**src/rtl/refsched_pkg.sv**
```systemverilog
package refsched_pkg;
  function automatic int unsigned calc_interval(input int unsigned period,
                                                input int unsigned banks);
    int unsigned q;
    q = period / banks;
    return (q == 0) ? 1 : q;
  endfunction
endpackage

```
**src/rtl/refsched_timer.sv**
```systemverilog
module refsched_timer #(
  parameter int unsigned INTERVAL = 48
) (
  input  logic clk,
  input  logic rst,
  output logic expire
);
  localparam int unsigned CW = $clog2(INTERVAL + 1);
  localparam logic [CW-1:0] RELOAD = CW'(INTERVAL - 1);

  logic [CW-1:0] cnt;

  assign expire = (cnt == '0);

  always_ff @(posedge clk) begin
    if (rst) cnt <= RELOAD;
    else if (expire) cnt <= RELOAD;
    else cnt <= cnt - 1'b1;
  end
endmodule

```
**src/rtl/refsched_rotator.sv**
```systemverilog
module refsched_rotator #(
  parameter int unsigned TOTAL = 32,
  parameter int unsigned BW    = 5
) (
  input  logic          clk,
  input  logic          rst,
  input  logic          step,
  output logic [BW-1:0] next_bank
);
  localparam logic [BW-1:0] LAST = BW'(TOTAL - 1);

  always_ff @(posedge clk) begin
    if (rst) next_bank <= '0;
    else if (step) next_bank <= (next_bank == LAST) ? '0 : next_bank + 1'b1;
  end
endmodule

```
**src/rtl/refsched_handshake.sv**
```systemverilog
module refsched_handshake #(
  parameter int unsigned BW = 5
) (
  input  logic          clk,
  input  logic          rst,
  input  logic          expire,
  input  logic [BW-1:0] due_bank,
  input  logic          grant,
  output logic          req,
  output logic [BW-1:0] bank,
  output logic          overrun
);
  always_ff @(posedge clk) begin
    if (rst) begin
      req     <= 1'b0;
      bank    <= '0;
      overrun <= 1'b0;
    end else if (expire) begin
      req  <= 1'b1;
      bank <= due_bank;
      if (req && !grant) overrun <= 1'b1;
    end else if (req && grant) begin
      req <= 1'b0;
    end
  end
endmodule

```
**src/rtl/dram_refresh_sched.sv**
```systemverilog
module dram_refresh_sched #(
  parameter int unsigned REFRESH_PERIOD   = 1560,
  parameter int unsigned BANKS_PER_RANK   = 8,
  parameter int unsigned RANKS_PER_MODULE = 2,
  parameter int unsigned MODULES_PER_CHAN = 2,
  localparam int unsigned TOTAL_BANKS = BANKS_PER_RANK * RANKS_PER_MODULE * MODULES_PER_CHAN,
  localparam int unsigned BANK_W = (TOTAL_BANKS > 1) ? $clog2(TOTAL_BANKS) : 1
) (
  input  logic              clk,
  input  logic              rst,
  input  logic              rfr_grant,
  output logic              rfr_req,
  output logic [BANK_W-1:0] rfr_bank,
  output logic              rfr_overrun
);
  localparam int unsigned INTERVAL =
    refsched_pkg::calc_interval(REFRESH_PERIOD, TOTAL_BANKS);

  logic              expire;
  logic [BANK_W-1:0] due_bank;

  refsched_timer #(.INTERVAL(INTERVAL)) u_timer (
    .clk(clk), .rst(rst), .expire(expire)
  );

  refsched_rotator #(.TOTAL(TOTAL_BANKS), .BW(BANK_W)) u_rot (
    .clk(clk), .rst(rst), .step(expire), .next_bank(due_bank)
  );

  refsched_handshake #(.BW(BANK_W)) u_hs (
    .clk(clk), .rst(rst), .expire(expire), .due_bank(due_bank),
    .grant(rfr_grant), .req(rfr_req), .bank(rfr_bank), .overrun(rfr_overrun)
  );
endmodule

```
**config.mk**
```make
export PLATFORM = sky130hd
export DESIGN_NAME = dram_refresh_sched
export DESIGN_NICKNAME = d
export VERILOG_FILES = /design/src/rtl/refsched_pkg.sv /design/src/rtl/refsched_timer.sv /design/src/rtl/refsched_rotator.sv /design/src/rtl/refsched_handshake.sv /design/src/rtl/dram_refresh_sched.sv
export SDC_FILE = /design/constraint.sdc
export NUM_CORES = 1
export LEC_CHECK = 0
export BUFFER_PORTS_ARGS = -buffer_cell sky130_fd_sc_hd__buf_2
export CORE_MARGIN = 4
export CORE_UTILIZATION = 60
export CTS_BUF_LIST = sky130_fd_sc_hd__clkbuf_4 sky130_fd_sc_hd__clkbuf_8
export DETAILED_ROUTE_END_ITERATION = 6
export PLACE_DENSITY_LB_ADDON = 0.3
export SYNTH_ARGS = -nofsm -noshare
export SYNTH_HDL_FRONTEND = slang
export SYNTH_SLANG_ARGS = --single-unit
```
**constraint.sdc**
```tcl
create_clock -name clk -period 3.6 [get_ports clk]
set_clock_uncertainty 0.1 [all_clocks]
set_input_delay 0.36 -clock clk [delete_from_list [all_inputs] [get_ports clk]]
set_output_delay 0.36 -clock clk [all_outputs]
set_load 0.03 [all_outputs]
```
# ---- Word level (Yosys, flattened, before mapping)
# Index checks and enable logic that the tools add are counted.
dict set report totals {
  register_bits 18
  inputBits 3
  output_inout_bits 7
  word_cells 18
}
dict set report op_classes {
  add_sub_neg 2
  eq_ne 1
  muxes 3
  n_reduce_logical 7
}
# cell n
set op_table {}
lappend op_table {{logical NOT 6 bit} 1}
lappend op_table {{subtractor 6 x 1 -> 6 bit, second input constant} 1}
lappend op_table {{adder 5 x 1 -> 5 bit, second input constant} 1}
lappend op_table {{== test 5 bit, second input constant} 1}
lappend op_table {{two-way mux 5 bit} 1}
lappend op_table {{logical AND 1 bit} 2}
lappend op_table {{two-way mux 1 bit} 2}
lappend op_table {{AND reduction 2 bit} 1}
lappend op_table {{nonzero test 2 bit} 1}
lappend op_table {{OR reduction 2 bit} 1}
lappend op_table {{logical NOT 1 bit} 1}

# ---- Depth between registers and ports, before layout
# Gate-level depths: netlist of the first run.
dict set report logic_depth {
  depth_word 3
  ltp_mapped 6
}

# ---- Hierarchy
# From an unflattened synthesis of the first run, not the netlist that was laid out.
dict set report unflattened {
  cells_unflattened 79
  hier_area_um2 769.5
}
# mod n_inst cells_per_inst area_per_inst_um2
set modules_own_cells {}
lappend modules_own_cells {refsched_timer 1 30 279.0}
lappend modules_own_cells {refsched_handshake 1 24 259.0}
lappend modules_own_cells {refsched_rotator 1 25 231.5}

# ---- Worst setup path after synthesis of the first run
# No wires, ideal clock.
dict set report synth_timing {
  path_kind {register to register}
  startpoint {register u_timer.cnt[0]}
  endpoint {register u_rot.next_bank[3]}
  setup_ns 0.070
  t_arrival_ns 1.600
  t_required_ns 3.430
  setup_slack_ns 1.831
  stages_incl_launch_ff 6
  n_path_buf 0
  synth_period_minus_slack_ns 1.769
  cell_sequence {dfxtp_1 inv_1 ha_1 or4b_4 or4_1 a21oi_1}
}
dict set report synth_via {
  elab_chain_cells 1
}
# element line_no
set synth_rtl {}
lappend synth_rtl {{start, declared} refsched_timer.sv:11} ;# logic [CW-1:0] cnt;
lappend synth_rtl {{start signal, assigned} refsched_timer.sv:18} ;# else cnt <= cnt - 1'b1;
lappend synth_rtl {{logical NOT 6 bit} refsched_timer.sv:13} ;# assign expire = (cnt == '0);
lappend synth_rtl {{end signal, assigned} refsched_rotator.sv:14} ;# else if (step) next_bank <= (next_bank == LAST) ? '0 : next_bank + 1'b1;
lappend synth_rtl {{end, declared} refsched_rotator.sv:8} ;# output logic [BW-1:0] next_bank
# No other way between the ends.
# A chain may end at the register's enable or synchronous reset.

# ---- Worst setup path after layout of the first run
# Same ends and word-level chain as after synthesis.

==> qor.yml, run 1 <==
synth:
  ys_warn_count: 0
  synth_nets: 94
  synth_common_cells: "dfxtp_1 (18), a21oi_1 (11), nand3_1 (8), o21ai_0 (8), nand2_1 (5)"
  ys_seq_elements: 18
  synth_area_um2: 788
  netlist.area_leader.share: 0.457
  yosysUniqueCellTypes: 28
  synthCells: 87
  synthTopCellsByArea: "dfxtp_1 (46%), a21oi_1 (7.0%), ha_1 (6.3%), nand3_1 (5.1%), o21ai_0 (5.1%)"
  synth_async_sr_flop_share: 0
  yosysMostFrequentCell: "dfxtp_1"
  synth_edf_count: 0
  yosysTopAreaCell: "dfxtp_1"
  synth_area_per_cell_um2: 9.06
  yosysSeqAreaShare: 0.457
  synth-main-ff-cell: "dfxtp_1"
drt:
  drcViolationCount: 0
  avgRoutedWirePerCell_um: 13.4
  ant_nets: 0
  wl_um: 1490
  drt_iter0_drc: 22
  num_vias: 655
  firstDrtPassIters: 4
  vias_per_cell: 5.90
min_path:
  hp-start: "rfr_grant"
  hold_path_class: "primary input to register"
  whs_path_depth: 4
  hold_end: "u_hs.req"
die:
  num_io_pins: 10
  chipWidth_um: 44.2
  die_area_mm2: 0.00196
  core_area_mm2: 0.00117
  start_util: 0.673
  die_h_um: 44.2
  rows: 12
layout:
  layout-drive-gt1-share: 0.186
  fin_util: 0.743
  diodes: 0
  fillCellCount: 94
  fin_nets: 105
  area_delta_synth_final_pct: 10.3
clock_network:
  ctsResizeCount: 0
  tritoncts: "built"
  clk_path_buf_depth: 2
  root_buffer: "clkbuf_4"
  clock-sinks: 18
  clock_latency_ps: 290
  clkTransAtPathRegs_ps: 90
  holdBufCountCts: 0
  htreeDepth: 1
  numCtsBuffers: 3
  post_cts_buffers: 0
timing:
  grt_setup_unrepaired: "false"
  tightest_slew_ps: 419
  fin_setup_tns_ps: 0
  clock.fmax_ghz: 0.463
  period_needed_ps: 2160
  setup_violations: 0
  hold_viol_final: 0
  drv_slew: 0
  fin_crit_sh: 0.600
  slew_headroom: 0.721
setup_path:
  reg2reg_depth: 5
  cp_slowest_cell: "or4b_4"
  regToRegEndpoint: "u_rot.next_bank[3]"
  path_class: "register to register"
  crit_buf_inv: 1
  startpoint_type: "register"
  endpoint_kind: "register"
  crit_path_max_incr_delay_ps: 530
  arrival_ps: 2280
  crit_family: "simple AND/OR/NAND/NOR gates"
  path_cells: "inv_1, ha_1, or4b_4, or4_1, a21oi_1"
  worstReg2RegStart: "u_timer.cnt[0]"
  required_ps: 3730
  crit_fanout: 13
  r2r_slack_ps: 1440
power_and_ir_drop:
  power_frac_comb: 0.041
  p_int_uw: 268
  p_sw_frac: 0.206
  p_sw_uw: 69.3
  p_leak_uw: 0.000345
  p_per_area_mw_per_mm2: 388
  ir_drop_uv: 229
  seqPwrFrac: 0.605
  clockPowerShare: 0.354
global_route:
  antenna_found_initial: 0
  grt-ovfl-total: 0
  grt_pass1_vias: 580
  grt_max_degree: 15
  track_usage: 0.173
  grt_first_pass_wirelength_um: 2530
job:
  maxCapViolations: 0
status:
  status: "finished clean"
placement:
  port_buffers: 9
  gp_congestion: 0.718
  hpwl_um: 1080
[cell families after synthesis]
logic type      Yosys count  synth area share
simple gates             31             0.233
compound gates           24             0.167
flops                    18             0.457
buf+inv                   7            0.0460
fa+ha+maj                 4            0.0635
xor+xnor                  3            0.0333
[cells in the final DEF (no fill, tap or decap), types with 4 or more instances in the layout]
cell type | Yosys | layout
nand2_1 | 5 | 5
ha_1 | 4 | 4
a21oi_1 | 11 | 11
o21ai_0 | 8 | 8
buf_2 | 0 | 9
nand3_1 | 8 | 8
dfxtp_1 | 18 | 18
[power groups by stage]
stage | clock network [uW] | logic, uW | registers [uW]
after floorplan | 0 | 11.1 | 208
after global placement | 0 | 13.1 | 209
after detailed placement | 0 | 13.8 | 209
after CTS | 123 | 13.9 | 204
after global routing | 133 | 15.8 | 205
final | 119 | 14.0 | 204
[worst reg2reg max path, stage by stage, from the launching register on]
cell	delay (ps)
dfxtp_1	330
inv_1	80
ha_1	410
or4b_4	530
or4_1	490
a21oi_1	160
[cell type report]
| class | count | area, um2 | area share |
|---|---|---|---|
| inverter | 3 | 11.3 | 0.0129 |
| clock buffer | 4 | 36.3 | 0.0417 |
| timing repair buffer | 10 | 52.6 | 0.0604 |
| tap | 14 | 17.5 | 0.0201 |
| multi-input combinational | 62 | 392 | 0.450 |
| sequential | 18 | 360 | 0.414 |
[sequential cells by signal (all words and copies together), names as in the netlist]
register and cells:
u_hs.bank 5, u_hs.overrun 1, u_hs.req 1, u_rot.next_bank 5, u_timer.cnt 6
[per-layer routing]
layer | up-vias | wire [um] | GRT usage
li1 | 336 | - | -
met1 | 291 | 690 | 0.217
met2 | 23 | 666 | 0.276
met3 | 5 | 95 | 0.0488
met4 | 0 | 32 | 0.0723
met5 | - | 0 | 0
[worst max path at each step]
stage | depth (start not counted) | endpoint | slack [ps] | from
6_report | 5 | u_rot.next_bank[3] | 1440 | u_timer.cnt[0]
5_1_grt | 5 | u_rot.next_bank[3] | 1330 | u_timer.cnt[0]
4_1_cts | 5 | u_rot.next_bank[3] | 1460 | u_timer.cnt[0]
3_5_place_dp | 5 | u_rot.next_bank[3] | 1470 | u_timer.cnt[0]
3_3_place_gp | 5 | u_rot.next_bank[3] | 1590 | u_timer.cnt[0]
2_1_floorplan | 5 | u_rot.next_bank[3] | 1830 | u_timer.cnt[0]
[metrics by stage]
stage                     std cells  setup WS [ps]  total power [uW]  hold slack (ps)  area [um2]
after CTS                       111           1460               341              273         870
after detailed placement        107           1470               223              284         833
after global routing            111           1330               354              281         870
after global placement          107           1590               222              274         833
after floorplan                  87           1830               219              267         788
final                           111           1440               337              275         870
Power figures use the tool's default switching activity.
==> inputs of run 2 (changes only) <==
--- a/config.mk
+++ b/config.mk
@@ -7,7 +7,7 @@
 export LEC_CHECK = 0
 export BUFFER_PORTS_ARGS = -buffer_cell sky130_fd_sc_hd__buf_2
 export CORE_MARGIN = 4
-export CORE_UTILIZATION = 60
+export CORE_UTILIZATION = 52
 export CTS_BUF_LIST = sky130_fd_sc_hd__clkbuf_4 sky130_fd_sc_hd__clkbuf_8
 export DETAILED_ROUTE_END_ITERATION = 6
 export PLACE_DENSITY_LB_ADDON = 0.3
==> constraint.sdc (replaced) <==
create_clock -name clk -period 1.8 [get_ports clk]
set_clock_uncertainty 0.1 [all_clocks]
set_input_delay 0.18 -clock clk [delete_from_list [all_inputs] [get_ports clk]]
set_output_delay 0.18 -clock clk [all_outputs]
set_load 0.03 [all_outputs]
==> qor.yml, run 2 (synthesis results as in run 1) <==
status:
  status: "finished clean"
die:
  die_h_um: 46.9  # +6.1%
  chipWidth_um: 46.9  # +6.1%
  rows: 13  # +1
  die_area_mm2: 0.00220  # +13%
  core_area_mm2: 0.00137  # +17%
  start_util: 0.577  # -0.0962
  num_io_pins: 10  # unchanged
placement:
  preCtsSetupSlack_ps: -21.6  # -1490 ps
  gp_congestion: 0.776  # +8.1%
  port_buffers: 9  # unchanged
  place_inst: 112  # +4.7%
  place_area_um2: 865  # +3.8%
  hpwl_um: 1120  # +3.7%
layout:
  diodes: 0  # unchanged
  fin_nets: 110  # +4.8%
  regMostFlops: "u_timer.cnt"
  seq_area_um2: 363  # +0.69%
  largest_reg_flops: 6  # unchanged
  multi_input_area_um2: 404  # +3.2%
  fillCellCount: 111  # +18%
  layout-drive-gt1-share: 0.287  # +0.102
  largest_registers: "u_timer.cnt x6, u_hs.bank x5, u_rot.next_bank x5"
  final_cell_mix: "dfxtp_1 (16), a21oi_1 (10), buf_2 (9)"
  stdcell_area_um2: 910  # +4.6%
  area_delta_synth_final_pct: 15.4
  final_common_cell: "dfxtp_1"
  stdcell_count: 116  # +4.5%
timing:
  hold_viol_final: 0  # unchanged
  slew_headroom: 0.696  # -0.0247
  tightest_slew_ps: 456  # +37.0 ps
  fin_crit_sh: 0.970  # +0.370
  whs_ps: 114  # -161 ps
  clock.fmax_ghz: 0.573  # +24%
  layout_setup_ws_ps: 54.4  # -1390 ps
  drv_slew: 0  # unchanged
  grt_setup_unrepaired: "false"
  fin_setup_tns_ps: 0  # unchanged
  period_needed_ps: 1750  # -413 ps
  setup_violations: 0  # unchanged
setup_path:
  arrival_ps: 1870  # -410 ps
  crit_path_frequent_cell: "ha_1"
  crit_family: "simple AND/OR/NAND/NOR gates"
  cp_slowest_cell: "or4_4"
  required_ps: 1930  # -1800 ps
  startpoint_type: "register"
  crit_path_max_incr_delay_ps: 510  # -20 ps
  crit_buf_inv: 0  # -1
  crit_fanout: 3  # -10
  endpoint_kind: "register"
  path_class: "register to register"
  path_cells: "ha_1, and3_1, ha_1, or4_4, a21oi_2"
clock_network:
  clkTransAtPathRegs_ps: 100  # about the same
  tritoncts: "built"
  clock-sinks: 18  # unchanged
  clock_latency_ps: 290  # about the same
  clk_path_buf_depth: 2  # unchanged
  root_buffer: "clkbuf_4"
  numCtsBuffers: 3  # unchanged
  htreeDepth: 1  # unchanged
drt:
  drt_iter0_drc: 14  # -36%
  avgRoutedWirePerCell_um: 14.4  # +7.9%
  num_vias: 696  # +6.3%
  ant_nets: 0  # unchanged
  vias_per_cell: 6.00  # +1.7%
  wl_um: 1670  # +13%
  drcViolationCount: 0  # unchanged
  firstDrtPassIters: 4  # unchanged
power_and_ir_drop:
  p_per_area_mw_per_mm2: 703  # +81%
  ir_drop_uv: 539  # +140%
  p_leak_uw: 0.000360  # +4.6%
global_route:
  grt-ovfl-total: 0  # unchanged
  grt_max_degree: 15  # unchanged
  track_usage: 0.175  # +0.00206
  grt_pass1_vias: 596  # +2.8%
  antenna_found_initial: 0  # unchanged
  grt_first_pass_wirelength_um: 2680  # +6.3%
job:
  maxCapViolations: 0  # unchanged
min_path:
  hold_path_class: "primary input to register"
-- run 2: stage by stage --
step	utilization	total power, uW
2_1_floorplan	-	439
3_3_place_gp	0.633	445
3_5_place_dp	0.633	447
4_1_cts	0.652	638
5_1_grt	0.666	660
6_report	0.666	639
-- run 2: path summary, 6_finish.rpt --
path	startpoint	end	slack, ps	cells past startpoint
max	u_rot.next_bank[0]	u_rot.next_bank[3]	50	5
min	rst	u_rot.next_bank[3]	110	2
max reg2reg	u_rot.next_bank[0]	u_rot.next_bank[3]	50	5
min reg2reg	u_hs.bank[3]	u_hs.bank[3]	380	2
-- run 2: layer usage --
metal,track usage,part of all wire
met3,0.0230,0.042
met1,0.234,0.47
met4,0.0994,0.016
met5,0,0
met2,0.271,0.46
-- run 2: what timing repair did --
| action | CTS | global route |
|---|---|---|
| pin swaps | 1 | 1 |
| gates cloned | 0 | 0 |
| gates resized for setup | 4 | 4 |
| setup endpoints to repair | 1 | 2 |
| hold endpoints to repair | 0 | 0 |
| setup buffers | 0 | 1 |
| hold buffers | 0 | 0 |
-- run 2: area by class of cell --
cell class              count  area share
multi-input cells          62       0.444
flip-flops and latches     18       0.399
repair buffers             15      0.0990
clock buffers               3      0.0248
well taps                  15      0.0206
inverters                   3      0.0124
-- run 2: power by group --
part	internal, uW	total (uW)	switching, uW	leakage (uW)
registers	405	410	5.19	0.000145
clock network	77.9	196	118	0.0000138
logic	12.4	33.9	21.4	0.000201
total	495	639	144	0.000360
==> inputs of run 3 (changes only) <==
--- a/config.mk
+++ b/config.mk
@@ -10,7 +10,7 @@
 export CORE_UTILIZATION = 52
 export CTS_BUF_LIST = sky130_fd_sc_hd__clkbuf_4 sky130_fd_sc_hd__clkbuf_8
 export DETAILED_ROUTE_END_ITERATION = 6
-export PLACE_DENSITY_LB_ADDON = 0.3
+export PLACE_DENSITY_LB_ADDON = 0.2
 export SYNTH_ARGS = -nofsm -noshare
 export SYNTH_HDL_FRONTEND = slang
 export SYNTH_SLANG_ARGS = --single-unit
==> qor.yml, run 3 (synthesis results as in run 1) <==
global_route:
  antenna_found_initial: 0  # unchanged
  track_usage: 0.185  # +0.0100
  grt_first_pass_wirelength_um: 2810  # +4.6%
  grt-ovfl-total: 0  # unchanged
  grt_pass1_vias: 637  # +6.9%
  grt_max_degree: 15  # unchanged
clock_network:
  clock-sinks: 18  # unchanged
  htreeDepth: 1  # unchanged
  numCtsBuffers: 3  # unchanged
  holdBufCountCts: 0  # unchanged
  clock_latency_ps: 290  # about the same
  root_buffer: "clkbuf_4"
  clk_path_buf_depth: 2  # unchanged
  clkTransAtPathRegs_ps: 100  # about the same
  tritoncts: "built"
layout:
  final_common_cell: "dfxtp_1"
  area_delta_synth_final_pct: 19.0
  largest_reg_flops: 6  # unchanged
  regMostFlops: "u_timer.cnt"
  layout-drive-gt1-share: 0.308  # +0.0206
  diodes: 0  # unchanged
  largest_registers: "u_timer.cnt x6, u_hs.bank x5, u_rot.next_bank x5"
  fin_nets: 112  # +1.8%
  stdcell_count: 119  # +2.6%
  final_cell_mix: "dfxtp_1 (16), a21oi_1 (10), buf_2 (9)"
timing:
  hold_viol_final: 0  # unchanged
  clock.fmax_ghz: 0.555  # -3.1%
  period_needed_ps: 1800  # +55.4 ps
  whs_ps: 100  # -13.7 ps
  layout_setup_ws_ps: -1.04  # -55.4 ps
  tightest_slew_ps: 464  # +8.35 ps
  fin_crit_sh: 1.00  # +0.0308
  grt_setup_unrepaired: "true"
  setup_violations: 1  # +1
  slew_headroom: 0.691  # -0.00556
  drv_slew: 0  # unchanged
placement:
  gp_congestion: 0.736  # -5.2%
  port_buffers: 9  # unchanged
  hpwl_um: 1180  # +6.0%
  place_inst: 115  # +2.7%
power_and_ir_drop:
  ir_drop_uv: 570  # +5.8%
  p_leak_uw: 0.000376  # +4.3%
  p_per_area_mw_per_mm2: 730  # +3.9%
  total_power_uw: 685  # +7.2%
drt:
  vias_per_cell: 5.76  # -4.1%
  drt_iter0_drc: 12  # -2
  drcViolationCount: 0  # unchanged
  firstDrtPassIters: 4  # unchanged
  num_vias: 685  # -1.6%
  avgRoutedWirePerCell_um: 14.1  # -2.1%
  ant_nets: 0  # unchanged
  wl_um: 1680  # +0.48%
die:
  chipWidth_um: 46.9  # unchanged
  num_io_pins: 10  # unchanged
  die_area_mm2: 0.00220  # unchanged
  start_util: 0.577  # unchanged
  die_h_um: 46.9  # unchanged
  core_area_mm2: 0.00137  # unchanged
  rows: 13  # unchanged
setup_path:
  crit_path_max_incr_delay_ps: 490  # -20 ps
  required_ps: 1930  # about the same
  endpoint_kind: "register"
  path_class: "register to register"
  cp_slowest_cell: "or4_4"
  startpoint_type: "register"
  crit_fanout: 3  # unchanged
  path_cells: "inv_2, ha_2, or4b_4, or4_4, a21oi_2"
  r2r_slack_ps: -1  # -60 ps
  arrival_ps: 1930  # +60 ps
min_path:
  hold_path_class: "primary input to register"
status:
  violations: "negative setup slack"
  status: "complete, but fails checks"
job:
  maxCapViolations: 0  # unchanged
run 3: changes by cell type in the layout (fill, tap and decap cells not counted), sizes merged:
cell | previous run | this run
clkbuf | 3 | 4
buf | 15 | 17
run 3: metal layers:
metal / up-vias / GRT usage / share of wire
met1: 321 / 0.254 / 0.48
met3: 2 / 0.0345 / 0.033
met5: - / 0 / 0
li1: 352 / - / -
met2: 10 / 0.282 / 0.48
met4: 0 / 0.0829 / 0.0065
run 3: path summary, 6_finish.rpt:
kind,start,to,depth (start not counted)
setup / recovery,u_timer.cnt[0],u_rot.next_bank[3],5
setup reg to reg,u_timer.cnt[0],u_rot.next_bank[3],5
hold reg to reg,u_hs.bank[4],u_hs.bank[4],2
hold / removal,rfr_grant,u_hs.req,4
run 3: cell type report:
cell class	count	area, um2
Clock buffer	4	36.3
Fill cell	127	428
Inverter	3	11.3
Multi-Input combinational cell	62	404
Sequential cell	18	363
Tap cell	15	18.8
Timing Repair Buffer	17	105
run 3: where the power goes:
part / switching, uW / internal, uW / leakage, uW
clock: 120 / 123 / 0.0000210
combinational: 19.8 / 12.5 / 0.000210
sequential: 5.33 / 405 / 0.000145
total: 145 / 540 / 0.000376
run 3: critical path, delay by kind of cell (launching register included):
kind	cells	cell delay (ps)
buffers and inverters	1	50
AO/OA/AOI/OAI	1	130
flip-flops	1	330
adder cells (fa/ha/maj)	1	170
AND/OR/NAND/NOR	2	960
run 3: what timing repair did:
item | CTS | global route
gates cloned | 0 | 0
setup buffers | 0 | 0
resized for setup | 0 | 8
endpoints found under the hold margin | 0 | 0
endpoints found under the setup margin | 1 | 3
pin swaps | 1 | 1
run 3: per-stage QoR:
| step | setup slack [ps] | utilization | setup TNS, ps | instance area, um2 |
|---|---|---|---|---|
| after floorplan | 30.8 | - | 0 | 788 |
| after global placement | 57.5 | 0.649 | 0 | 887 |
| after detailed placement | 4.09 | 0.649 | 0 | 887 |
| after CTS | -14.7 | 0.676 | -14.7 | 923 |
| after global routing | -41.2 | 0.687 | -47.3 | 938 |
| final | -1.04 | 0.687 | -1.04 | 938 |
